[config.mk]
export PLATFORM = sky130hd
export DESIGN_NAME = wdog_timer
export DESIGN_NICKNAME = d
export VERILOG_FILES = /design/src/rtl/wdog_pkg.sv /design/src/rtl/wdog_interval.sv /design/src/rtl/wdog_counter.sv /design/src/rtl/wdog_steer.sv /design/src/rtl/wdog_timer.sv
export SDC_FILE = /design/constraint.sdc
export NUM_CORES = 1
export LEC_CHECK = 0
export ABC_CLOCK_PERIOD_IN_PS = 2350
export BUFFER_PORTS_ARGS = -buffer_cell sky130_fd_sc_hd__buf_2
export CAP_MARGIN = 0
export CORE_AREA = 2 2 56 58
export DETAILED_ROUTE_END_ITERATION = 8
export DIE_AREA = 0 0 58 60
export GPL_TIMING_DRIVEN = 0
export MAX_ROUTING_LAYER = met4
export PLACE_DENSITY = 0.75
export SLEW_MARGIN = 20
export SYNTH_ARGS = -nofsm -noshare
export SYNTH_HDL_FRONTEND = slang
export SYNTH_HIERARCHICAL = 1
export SYNTH_SLANG_ARGS = --single-unit
export TNS_END_PERCENT = 20
[constraint.sdc]
create_clock -name clk -period 2.35 [get_ports clk]
set_input_delay 0.235 -clock clk [delete_from_list [all_inputs] [get_ports clk]]
set_output_delay 0.235 -clock clk [all_outputs]
set_load 0.02 [all_outputs]
[src/rtl/wdog_pkg.sv]
package wdog_pkg;
  localparam int RES_W   = 2;
  localparam int MULT_W  = 5;
  localparam int CFG_W   = RES_W + MULT_W + 1;
  localparam int SHIFT_MAX = 2 * ((1 << RES_W) - 1);
  localparam int CNT_W   = MULT_W + SHIFT_MAX;
  localparam int CNT_MAX = ((1 << MULT_W) - 1) << SHIFT_MAX;

  typedef struct packed {
    logic              to_reset;
    logic [MULT_W-1:0] mult;
    logic [RES_W-1:0]  res;
  } wdog_cfg_t;
endpackage

[src/rtl/wdog_interval.sv]
module wdog_interval
  import wdog_pkg::*;
(
  input  wdog_cfg_t        cfg,
  output logic [CNT_W-1:0] ticks
);
  logic [CNT_W-1:0] base;

  always_comb begin
    base  = CNT_W'(cfg.mult);
    ticks = base << {cfg.res, 1'b0};
  end
endmodule

[src/rtl/wdog_counter.sv]
module wdog_counter
  import wdog_pkg::*;
(
  input  logic             clk,
  input  logic             rst_n,
  input  logic             tick_en,
  input  logic             load,
  input  logic [CNT_W-1:0] load_val,
  output logic             expire
);
  logic [CNT_W-1:0] cnt_q, cnt_d;
  logic             act_q, act_d;

  always_comb begin
    cnt_d  = cnt_q;
    act_d  = act_q;
    expire = 1'b0;
    if (load) begin
      cnt_d = load_val;
      act_d = (load_val != '0);
    end else if (act_q && tick_en) begin
      if (cnt_q == CNT_W'(1)) begin
        expire = 1'b1;
        act_d  = 1'b0;
        cnt_d  = '0;
      end else begin
        cnt_d = cnt_q - CNT_W'(1);
      end
    end
  end

  always_ff @(posedge clk or negedge rst_n) begin
    if (!rst_n) begin
      cnt_q <= '0;
      act_q <= 1'b0;
    end else begin
      cnt_q <= cnt_d;
      act_q <= act_d;
    end
  end

  AST_HOLD_NO_TICK: assert property (@(posedge clk) disable iff (!rst_n)
    (act_q && !tick_en && !load) |=> $stable(cnt_q));
  AST_CNT_BOUND: assert property (@(posedge clk) disable iff (!rst_n)
    cnt_q <= CNT_W'(CNT_MAX));
  AST_IDLE_EMPTY: assert property (@(posedge clk) disable iff (!rst_n)
    !act_q |-> (cnt_q == '0));
endmodule

[src/rtl/wdog_steer.sv]
module wdog_steer (
  input  logic clk,
  input  logic rst_n,
  input  logic expire,
  input  logic to_reset,
  output logic rst_req,
  output logic irq,
  output logic cent_clr
);
  logic rst_d, irq_d;

  always_comb begin
    rst_d = expire && to_reset;
    irq_d = expire && !to_reset;
  end

  always_ff @(posedge clk or negedge rst_n) begin
    if (!rst_n) begin
      rst_req  <= 1'b0;
      irq      <= 1'b0;
      cent_clr <= 1'b0;
    end else begin
      rst_req  <= rst_d;
      irq      <= irq_d;
      cent_clr <= rst_d;
    end
  end

  AST_PULSE_EXCL: assert property (@(posedge clk) disable iff (!rst_n)
    !(rst_req && irq));
  AST_RST_ONE_CYCLE: assert property (@(posedge clk) disable iff (!rst_n)
    rst_req |=> !rst_req);
  AST_IRQ_ONE_CYCLE: assert property (@(posedge clk) disable iff (!rst_n)
    irq |=> !irq);
endmodule

[src/rtl/wdog_timer.sv]
module wdog_timer
  import wdog_pkg::*;
(
  input  logic             clk,
  input  logic             rst_n,
  input  logic             tick16_en,
  input  logic             cfg_wr,
  input  logic [CFG_W-1:0] cfg_wdata,
  input  logic             cfg_rd,
  output logic [CFG_W-1:0] cfg_rdata,
  output logic             wd_flag,
  output logic             sys_rst_req,
  output logic             wd_irq,
  output logic             century_clr
);
  wdog_cfg_t        cfg_q, cfg_d, cfg_src;
  logic             flag_q, flag_d;
  logic             load, expire;
  logic [CNT_W-1:0] load_ticks;

  always_comb begin
    load    = cfg_wr || cfg_rd;
    cfg_src = cfg_wr ? wdog_cfg_t'(cfg_wdata) : cfg_q;
  end

  wdog_interval u_interval (
    .cfg   (cfg_src),
    .ticks (load_ticks)
  );

  wdog_counter u_counter (
    .clk      (clk),
    .rst_n    (rst_n),
    .tick_en  (tick16_en),
    .load     (load),
    .load_val (load_ticks),
    .expire   (expire)
  );

  wdog_steer u_steer (
    .clk      (clk),
    .rst_n    (rst_n),
    .expire   (expire),
    .to_reset (cfg_q.to_reset),
    .rst_req  (sys_rst_req),
    .irq      (wd_irq),
    .cent_clr (century_clr)
  );

  always_comb begin
    cfg_d  = cfg_q;
    flag_d = flag_q;
    if (cfg_wr) begin
      cfg_d = wdog_cfg_t'(cfg_wdata);
    end else if (expire && cfg_q.to_reset) begin
      cfg_d = '0;
    end
    if (load) begin
      flag_d = 1'b0;
    end else if (expire) begin
      flag_d = 1'b1;
    end
  end

  always_ff @(posedge clk or negedge rst_n) begin
    if (!rst_n) begin
      cfg_q  <= '0;
      flag_q <= 1'b0;
    end else begin
      cfg_q  <= cfg_d;
      flag_q <= flag_d;
    end
  end

  assign cfg_rdata = cfg_q;
  assign wd_flag   = flag_q;

  AST_RST_CLEARS_CFG: assert property (@(posedge clk) disable iff (!rst_n)
    sys_rst_req |-> (cfg_q == '0));
  AST_FLAG_ON_EXPIRY: assert property (@(posedge clk) disable iff (!rst_n)
    (sys_rst_req || wd_irq) |-> wd_flag);
  AST_ACCESS_CLEARS_FLAG: assert property (@(posedge clk) disable iff (!rst_n)
    (cfg_wr || cfg_rd) |=> !wd_flag);
  AST_CENT_WITH_RST: assert property (@(posedge clk) disable iff (!rst_n)
    $rose(century_clr) |-> $rose(sys_rst_req));
endmodule

==> results_dict.tcl, run 1 <==
set metrics [dict create \
    run_status "finished clean" \
    first_pass_iters 4 \
    num_antenna_cells 0 \
    numClockSinks 23 \
    cts_made_buffers 3 \
    max_slew.worst_pin.slew_ns 0.625 \
    layout.cells.non_filler 212 \
    longest_individual_stage_delay_on_the_worst_path_ns 0.41 \
    length_in_cells_of_the_worst_reg_to_reg_path 7 \
    library_cell_contributing_the_largest_single_delay_on_the_critical_path "dfrtp_1" \
    count_of_yosys_warnings_during_synthesis 6 \
    number_of_nets_produced_by_synthesis 166 \
    cp-start-kind "flop" \
    via_per_inst 5.92 \
    io_buffer_count 23 \
    worst_r2r_endpoint "cfg_rdata[6]" \
    synth_area_per_cell_um2 9.88 \
    grtUsageTotal_pct 21.4 \
    timing.critical_path.max_delay_family "simple AND/OR/NAND/NOR gates" \
    gpl.final_weighted_congestion 0.891 \
    peakVddDrop_v 0.000434 \
    design.die.area_um2 3480 \
    grt_setup_unrepaired "false" \
    final_min_period_over_clock_period_pct 89.5 \
    worst_slew_margin_rel_pct 58.0 \
    drive_above_1_share_pct 28.5 \
    regToRegStartpoint "u_counter/cnt_q[1]" \
    power.share.sequential_pct 48.2 \
    setup_viol 0 \
    syn-cell-area_um2 1490 \
    worst-endpoint-required_ns 2.56 \
    reg2reg_setup_slack_ns 0.25 \
    postCtsSetupRepairBufs 0 \
    cts_tree "built" \
    combPwrFrac_pct 33.8 \
    worstHoldStart "cfg_wdata[7]" \
    clock_tree.buffer_depth 2 \
    clk_pin_slew_ns 0.13 \
    grt_start_max_net_pins 24 \
    synthesis.instances 151 \
    final.min_clock_period_ns 2.10 \
    detailed_route_drc_error_count 0 \
    drt_first_iter_violations 48 \
    place_ws_ns -0.281 \
    switching_share_pct 36.1 \
    power.static_leakage_nw 0.765 \
    drt-wirelength-per-cell_um 14.4 \
    dieHeight_um 60 \
    fp.dieW_um 58 \
    critical_path_buf_inv_count 1 \
    holdCritPathClass "in -> reg" \
    timing.hold.ws_ns 0.128 \
    core_region_area_um2 2900 \
    hold_depth 3 \
    grt_first_pass_wirelength_mm 5.54 \
    switching_power_w 0.000370 \
    antenna_found_initial 0 \
    max_freq_mhz 476 \
    p_clk_share_pct 17.9 \
    placement_rows 20 \
    critPathArrivalTime_ns 2.32 \
    end_kind "flop" \
    final_max_slew_viol_count 0 \
    cts.htree.levels 1 \
    timing.critical_path.fanout_max 7 \
    start_util_pct 51.4 \
    clockRootBuffer "clkbuf_4" \
    powerDensity_nw_per_um2 599 \
    first_global_vias 1247 \
    num_io_pins 25 \
    finClkSkew_ns 0.00269 \
    setup_ws_ns 0.248 \
    post-place-cells 207 \
    routed-via-count 1256 \
    antenna_violating_nets_post_route 0 \
    area.growth.synth_to_final_pct 14.5 \
    finalSetupTns_ns 0 \
    detailed_place_hpwl_mm 2.36 \
    design_power_total_w 0.00102 \
    hold_viol_final 0 \
    globalRouteOverflowTotal 0 \
    finalNetCount 195 \
    timing.hold.worst_endpoint "cfg_rdata[7]" \
    wl_mm 3.05 \
    timing.critical_path.cells "inv_1 -> ha_1 -> nor3b_4 -> nand3_2 -> nor3_4 -> a21oi_4 -> a22o_1" \
    cellInternalPower_w 0.000653 \
    worst-setup-path-type "reg -> reg" \
    drv.max_cap_violation_count 0 \
    worst_skew_pair.late_latency_ns 0.31 \
]
-- flip-flops by register name, indices dropped and copies added (netlist names) --
signal	flops
u_counter/cnt_q	11
cfg_rdata	8
u_counter/act_q	1
u_steer/rst_req	1
wd_flag	1
u_steer/irq	1
-- layout by cell type, fill, tap and decap left out, drive strengths merged, types with 2 or more instances in the layout --
| cell | count |
|---|---|
| dfrtp | 23 |
| mux2i | 5 |
| nor3b | 3 |
| inv | 7 |
| a41oi | 2 |
| nor3 | 3 |
| buf | 28 |
| a22o | 8 |
| a31oi | 3 |
| nand2 | 15 |
| nor2 | 10 |
| o31ai | 2 |
| nor4 | 3 |
| clkbuf | 6 |
| and3 | 2 |
| nand4 | 2 |
| and2 | 2 |
| nor2b | 5 |
| o2bb2ai | 2 |
| ha | 2 |
| a21oi | 6 |
| o21ai | 12 |
| mux2 | 7 |
| a311oi | 2 |
| a22oi | 3 |
-- area by class of cell --
class	count	area [um2]
Sequential cell	23	576
Fill cell	257	1190
Clock buffer	3	22.5
Multi-Input combinational cell	113	851
Timing Repair Buffer	24	125
Inverter	7	26.3
Clock inverter	1	5.00
Tap cell	33	41.3
Buffer	8	61.3
-- stage by stage --
step | instance area [um2] | utilization [%]
after floorplan | 1490 | -
after global placement | 1650 | 56.8
after detailed placement | 1650 | 56.8
after CTS | 1700 | 58.4
after global routing | 1710 | 58.8
final | 1710 | 58.8
-- layer usage --
| layer | up-vias | wire length, um | share of wire (%) | global-route usage, % |
|---|---|---|---|---|
| met1 | 596 | 1390 | 46 | 27.5 |
| met5 | - | 0 | 0 | - |
| met2 | 34 | 1500 | 49 | 35.2 |
| li1 | 624 | - | - | - |
| met3 | 2 | 146 | 4.8 | 3.90 |
| met4 | 0 | 18 | 0.59 | 4.98 |
-- what timing repair did --
| item | CTS | global route |
|---|---|---|
| gates resized for setup | 2 | 2 |
| hold buffers | 1 | 0 |
| hold endpoints to repair | 23 | 0 |
| pin swaps | 0 | 1 |
| endpoints found under the setup margin | 11 | 7 |
-- worst register-to-register path, cell delays in order (launching register included) --
cell and delay [ns]:
dfrtp_1 0.41, inv_1 0.09, ha_1 0.15, nor3b_4 0.40
nand3_2 0.26, nor3_4 0.35, a21oi_4 0.14, a22o_1 0.21
-- power groups by stage --
stage	registers, W	logic, W	clock network, W
after global placement	0.000495	0.000331	0
after floorplan	0.000504	0.000244	0
after CTS	0.000493	0.000346	0.000192
final	0.000493	0.000346	0.000183
after global routing	0.000500	0.000388	0.000207
after detailed placement	0.000499	0.000340	0
-- worst max path at each step --
stage	start	slack (ns)	depth (start not counted)	to
after floorplan	u_counter/cnt_q[1]	0.20	7	cfg_rdata[0]
after CTS	u_counter/cnt_q[1]	0.08	7	cfg_rdata[6]
after detailed placement	u_counter/cnt_q[1]	-0.28	7	cfg_rdata[6]
final	u_counter/cnt_q[1]	0.25	7	cfg_rdata[6]
after global placement	u_counter/cnt_q[1]	-0.19	7	cfg_rdata[0]
after global routing	cfg_rdata[0]	0.07	8	u_counter/act_q
No activity file was read; power rests on OpenSTA's default activity.
==> run 2, diff against run 1 <==
--- a/config.mk
+++ b/config.mk
@@ -5,18 +5,19 @@
 export SDC_FILE = /design/constraint.sdc
 export NUM_CORES = 1
 export LEC_CHECK = 0
+export ABC_AREA = 1
 export ABC_CLOCK_PERIOD_IN_PS = 2350
 export BUFFER_PORTS_ARGS = -buffer_cell sky130_fd_sc_hd__buf_2
 export CAP_MARGIN = 0
-export CORE_AREA = 2 2 56 58
+export CORE_AREA = 2 2 57 59
 export DETAILED_ROUTE_END_ITERATION = 8
-export DIE_AREA = 0 0 58 60
+export DIE_AREA = 0 0 59 61
 export GPL_TIMING_DRIVEN = 0
 export MAX_ROUTING_LAYER = met4
-export PLACE_DENSITY = 0.75
+export PLACE_DENSITY = 0.77
 export SLEW_MARGIN = 20
 export SYNTH_ARGS = -nofsm -noshare
 export SYNTH_HDL_FRONTEND = slang
 export SYNTH_HIERARCHICAL = 1
 export SYNTH_SLANG_ARGS = --single-unit
-export TNS_END_PERCENT = 20
+export TNS_END_PERCENT = 1
==> run 2 against run 1 <==
- register-to-register slack gained 0.05 ns
- critical path type unchanged
- critical endpoint is now cfg_rdata[0]
- critical path depth is the same
- die area grew 3.4%
==> results_dict.tcl, run 2 <==
set metrics [dict create \
    run_status "finished clean" \
    worstHoldStart "cfg_wdata[7]" \
    num-fill-cells 278 \
    count_of_yosys_warnings_during_synthesis 6 \
    cts_tree "built" \
    finalNetCount 269 \
    postCtsSetupRepairBufs 0 \
    globalRouteOverflowTotal 0 \
    drt_first_iter_violations 54 \
    max_slew.worst_pin.slew_ns 0.683 \
    end_kind "flop" \
    clock_tree.buffer_depth 2 \
    worst_slew_margin_rel_pct 54.1 \
    wl_mm 3.31 \
    number_of_nets_produced_by_synthesis 240 \
    layout_common_cells "81 x nand2_1, 25 x nand3_1, 24 x buf_2" \
    regToRegStartpoint "u_counter/cnt_q[1]" \
    numClockSinks 23 \
    io_buffer_count 23 \
    final_min_period_over_clock_period_pct 87.2 \
    peakVddDrop_v 0.000275 \
    antenna_found_initial 0 \
    final.min_clock_period_ns 2.05 \
    finClkSkew_ns 0.00169 \
    detailed_place_hpwl_mm 2.57 \
    finalSetupTns_ns 0 \
    ctsResizeCount 0 \
    dieHeight_um 61 \
    worst-endpoint-required_ns 2.58 \
    reg2reg_setup_slack_ns 0.30 \
    top_register "u_counter/cnt_q" \
    library_cell_contributing_the_largest_single_delay_on_the_critical_path "nor4_1" \
    longest_individual_stage_delay_on_the_worst_path_ns 0.60 \
    cp-start-kind "flop" \
    fp.dieW_um 59 \
    largest_register_ffs 11 \
    timing.critical_path.cells "inv_1 -> ha_1 -> nand3_2 -> nor4_1 -> nand2_1 -> nand3_1 -> nand2_1" \
    synthesis.instances 225 \
    placement_rows 20 \
    grtUsageTotal_pct 22.3 \
    critical_path.startpoint "u_counter/cnt_q[1]" \
    cpMostUsedCell "nand2_1" \
    timing.critical_path.max_delay_family "simple AND/OR/NAND/NOR gates" \
    worst-setup-path-type "reg -> reg" \
    drv.max_cap_violation_count 0 \
    grt_start_max_net_pins 24 \
    final_common_cell "nand2_1" \
    grt_setup_unrepaired "false" \
    area.growth.synth_to_final_pct 12.3 \
    gpl.final_weighted_congestion 0.892 \
    first_pass_iters 5 \
    fin_util_pct 60.8 \
    timing.critical_path.fanout_max 8 \
    clockRootBuffer "clkbuf_4" \
    start_util_pct 54.1 \
    cts_made_buffers 3 \
    clk_pin_slew_ns 0.14 \
    critical_path_buf_inv_count 1 \
    num_io_pins 25 \
    num_antenna_cells 0 \
    hold_viol_final 0 \
    final_max_slew_viol_count 0 \
    grt_first_pass_wirelength_mm 5.93 \
    drt-wirelength-per-cell_um 11.6 \
    synth_area_per_cell_um2 7.10 \
    antenna_violating_nets_post_route 0 \
    syn-cell-area_um2 1600 \
    first_global_vias 1395 \
    via_per_inst 5.08 \
    power.static_leakage_nw 0.997 \
    powerDensity_nw_per_um2 602 \
    design_power_total_w 0.00108 \
    holdCritPathClass "in -> reg" \
    worst_skew_pair.late_latency_ns 0.32 \
    core_region_area_um2 2950 \
    routed-via-count 1454 \
    setup_viol 0 \
    detailed_route_drc_error_count 0 \
    critPathArrivalTime_ns 2.27 \
    drive_above_1_share_pct 25.3 \
    design.die.area_um2 3600 \
    max_freq_mhz 488 \
    cts.htree.levels 1 \
]
-- run 2: repair_timing --
action | 4_1_cts | 5_1_grt
hold buffers | 1 | 0
endpoints found under the setup margin | 0 | 0
endpoints found under the hold margin | 23 | 0
-- run 2: layout make-up --
type                    count  area (um2)  share of cell area, %
multi-input cells         168         842                   46.9
flip-flops and latches     23         576                   32.1
repair buffers             24         125                   6.97
inverters                  27         111                   6.21
plain buffers               7        68.8                   3.84
well taps                  33        41.3                   2.30
clock buffers               3        22.5                   1.26
clock inverters             1        7.51                  0.418
-- run 2: path summary, 6_finish.rpt --
| kind | endpoint | cells after the start |
|---|---|---|
| worst min register to register | u_counter/act_q | 2 |
| max in group asynchronous | u_counter/cnt_q[4] | 2 |
| worst max-delay path | cfg_rdata[0] | 7 |
| worst min-delay path | cfg_rdata[7] | 3 |
| worst max register to register | cfg_rdata[0] | 7 |
| min in group asynchronous | cfg_rdata[0] | 2 |
-- run 2: power by group --
| group | total (W) | internal, W | leakage [nW] | switching (W) |
|---|---|---|---|---|
| logic | 0.000400 | 0.000147 | 0.690 | 0.000253 |
| registers | 0.000483 | 0.000440 | 0.292 | 0.0000429 |
| clock network | 0.000197 | 0.0000650 | 0.0139 | 0.000132 |
-- run 2: worst reg2reg max path, stage by stage (launching register included) --
cell and delay, ns:
dfrtp_1 0.40, inv_1 0.10, ha_1 0.20, nand3_2 0.12, nor4_1 0.60, nand2_1 0.34
nand3_1 0.15, nand2_1 0.06
-- run 2: routing by layer --
layer	track usage, %	wire [um]	vias up
met2	37.9	1640	32
met1	26.9	1500	651
met5	-	0	-
met3	2.56	125	6
li1	-	-	765
met4	9.09	43	0
-- run 2: stage by stage --
step / hold WS, ns / setup WS [ns] / std cells / area (um2)
finish: 0.114 / 0.300 / 286 / 1790
floorplan: -0.0606 / 0.585 / 225 / 1600
CTS: 0.0976 / 0.252 / 286 / 1790
global placement: 0.248 / 0.177 / 281 / 1750
detailed placement: 0.245 / 0.177 / 281 / 1750
global route: 0.104 / 0.00352 / 286 / 1790
==> run 3, diff against run 2 <==
--- a/config.mk
+++ b/config.mk
@@ -6,15 +6,15 @@
 export NUM_CORES = 1
 export LEC_CHECK = 0
 export ABC_AREA = 1
-export ABC_CLOCK_PERIOD_IN_PS = 2350
-export BUFFER_PORTS_ARGS = -buffer_cell sky130_fd_sc_hd__buf_2
+export ABC_CLOCK_PERIOD_IN_PS = 1700
+export BUFFER_PORTS_ARGS = -buffer_cell sky130_fd_sc_hd__buf_4
 export CAP_MARGIN = 0
-export CORE_AREA = 2 2 57 59
+export CORE_AREA = 2 2 60 62
 export DETAILED_ROUTE_END_ITERATION = 8
-export DIE_AREA = 0 0 59 61
+export DIE_AREA = 0 0 62 64
 export GPL_TIMING_DRIVEN = 0
 export MAX_ROUTING_LAYER = met4
-export PLACE_DENSITY = 0.77
+export PLACE_DENSITY = 0.73
 export SLEW_MARGIN = 20
 export SYNTH_ARGS = -nofsm -noshare
 export SYNTH_HDL_FRONTEND = slang
==> constraint.sdc (replaced) <==
create_clock -name clk -period 1.7 [get_ports clk]
set_input_delay 0.17 -clock clk [delete_from_list [all_inputs] [get_ports clk]]
set_output_delay 0.17 -clock clk [all_outputs]
set_load 0.02 [all_outputs]
==> run 3 against run 2 <==
- hold slack worse by 0.075 ns
- sequential cell count unchanged
- combinational power rose by 46%
- wire length is 0.39% higher
- worst setup slack got worse by 0.17 ns
- global-route usage fell by 3.0 points
- critical path type unchanged
- critical endpoint is now u_counter/act_q
==> results_dict.tcl, run 3 (same netlist as run 2, synthesis figures left out) <==
set metrics [dict create \
    fp.dieW_um 62 \
    clockRootBuffer "clkbuf_4" \
    first_pass_iters 4 \
    powerDensity_nw_per_um2 800 \
    cts_tree "built" \
    hold_viol_final 0 \
    timing.critical_path.fanout_max 9 \
    length_in_cells_of_the_worst_reg_to_reg_path 11 \
    final_common_cell "nand2_1" \
    reg2reg_setup_slack_ns 0.13 \
    hold_depth 3 \
    max_slew.worst_pin.slew_ns 0.323 \
    worst_slew_margin_rel_pct 78.3 \
    critPathArrivalTime_ns 1.79 \
    cts.htree.levels 1 \
    multiInputGateArea_um2 876 \
    cp-start-kind "flop" \
    power.static_leakage_nw 1.03 \
    layout_common_cells "80 x nand2_1, 25 x nand3_1, 25 x buf_4" \
    post_dp_cell_area_um2 1830 \
    io_buffer_count 23 \
    start_util_pct 48.6 \
    num_antenna_cells 0 \
    max_freq_mhz 638 \
    worst_skew_pair.late_latency_ns 0.32 \
    num-fill-cells 312 \
    dieHeight_um 64 \
    switching_power_w 0.000603 \
    finalSetupTns_ns 0 \
    run_status "finished clean" \
    grt_start_max_net_pins 24 \
    num_io_pins 25 \
    via_per_inst 4.77 \
    placement_rows 21 \
    worstHoldStart "cfg_wdata[7]" \
    worst-endpoint-required_ns 1.92 \
    finalNetCount 270 \
    clk_pin_slew_ns 0.15 \
    drv.max_cap_violation_count 0 \
    combPwrFrac_pct 38.3 \
    detailed_route_drc_error_count 0 \
    first_global_vias 1329 \
    timing.hold.worst_endpoint "cfg_rdata[7]" \
    final-seq-area_um2 576 \
    power.share.sequential_pct 43.9 \
    largest_register_ffs 11 \
    peakVddDrop_v 0.000337 \
    grt_setup_unrepaired "false" \
    gpl.final_weighted_congestion 0.897 \
    setup_ws_ns 0.132 \
    holdCritPathClass "in -> reg" \
    globalRouteOverflowTotal 0 \
    timing.hold.ws_ns 0.0384 \
    clock_tree.buffer_depth 2 \
    place_ws_ns -0.382 \
    antenna_violating_nets_post_route 0 \
    cellInternalPower_w 0.000924 \
    switching_share_pct 39.5 \
    finClkSkew_ns 0.0104 \
    setup_viol 0 \
    regToRegStartpoint "cfg_rdata[0]" \
    area.growth.synth_to_final_pct 19.5 \
    drt_first_iter_violations 100 \
    grt_first_pass_wirelength_mm 5.66 \
    drive_above_1_share_pct 27.6 \
    post-place-cells 294 \
    end_kind "flop" \
    final.min_clock_period_ns 1.57 \
    worst-setup-path-type "reg -> reg" \
    grtUsageTotal_pct 19.3 \
    core_region_area_um2 3280 \
    layout.cells.non_filler 300 \
    drt-wirelength-per-cell_um 11.1 \
    final_max_slew_viol_count 0 \
    p_clk_share_pct 17.9 \
    finish.instance_area_um2 1910 \
    antenna_found_initial 0 \
    cts_made_buffers 3 \
    detailed_place_hpwl_mm 2.61 \
    routed-via-count 1431 \
    design.die.area_um2 3970 \
    worst_r2r_endpoint "u_counter/act_q" \
    top_register "u_counter/cnt_q" \
    numClockSinks 23 \
    final_min_period_over_clock_period_pct 92.2 \
    wl_mm 3.32 \
]
==> run 3: cell types whose count changed in the layout (fill, tap and decap cells not counted), sizes merged <==
cell / previous run / this run
buf: 30 / 31
==> run 3: repair_timing <==
item / CTS / global route
pin swaps: 0 / 3
gates cloned: 0 / 0
resized for setup: 3 / 3
endpoints found under the setup margin: 9 / 9
hold buffers: 1 / 0
endpoints found under the hold margin: 23 / 0
buffers inserted: 0 / 1
==> run 3: area by class of cell <==
class	count	area share (%)
multi-input combinational	168	45.9
sequential	23	30.1
timing repair buffer	25	9.96
inverter	27	5.83
buffer	7	3.60
tap	46	3.01
clock buffer	3	1.18
clock inverter	1	0.393
==> run 3: power by group through the flow <==
| stage | sequential (W) | combinational [W] | clock [W] |
|---|---|---|---|
| after CTS | 0.000669 | 0.000576 | 0.000289 |
| after detailed placement | 0.000679 | 0.000565 | 0 |
| final | 0.000670 | 0.000584 | 0.000273 |
| after global placement | 0.000679 | 0.000554 | 0 |
| after floorplan | 0.000689 | 0.000410 | 0 |
| after global routing | 0.000679 | 0.000660 | 0.000321 |
==> run 3: worst max-delay path: stages (launching register included) <==
cell and delay [ns]:
dfrtp_1 0.43, nand2_1 0.07, nand2_1 0.05, buf_6 0.14
inv_6 0.08, nand2_4 0.05, nand3_1 0.06, nand2_1 0.09
nor4_2 0.28, nand3_1 0.10, nand2_1 0.07, nand2_1 0.04
==> run 3: metrics by stage <==
stage / total power (W) / utilization, %
after CTS: 0.00153 / 57.4
after detailed placement: 0.00124 / 55.7
after global routing: 0.00166 / 58.1
after floorplan: 0.00110 / -
after global placement: 0.00123 / 55.7
final: 0.00153 / 58.1
==> run 3: how the worst max path moves through the flow <==
stage / startpoint / endpoint / cells after the start
2_1_floorplan: cfg_wr / cfg_rdata[7] / 7
3_3_place_gp: cfg_wr / cfg_rdata[3] / 7
3_5_place_dp: cfg_wr / cfg_rdata[3] / 7
4_1_cts: cfg_rdata[0] / u_counter/act_q / 9
5_1_grt: cfg_rdata[0] / u_counter/act_q / 11
6_report: cfg_rdata[0] / u_counter/act_q / 11
==> run 3: per-layer routing <==
| metal | up-vias | part of all wire, % | global-route usage [%] |
|---|---|---|---|
| li1 | 764 | - | - |
| met1 | 647 | 46 | 24.1 |
| met2 | 18 | 51 | 31.3 |
| met3 | 2 | 2.9 | 3.04 |
| met4 | 0 | 0.54 | 6.38 |
| met5 | - | 0 | - |
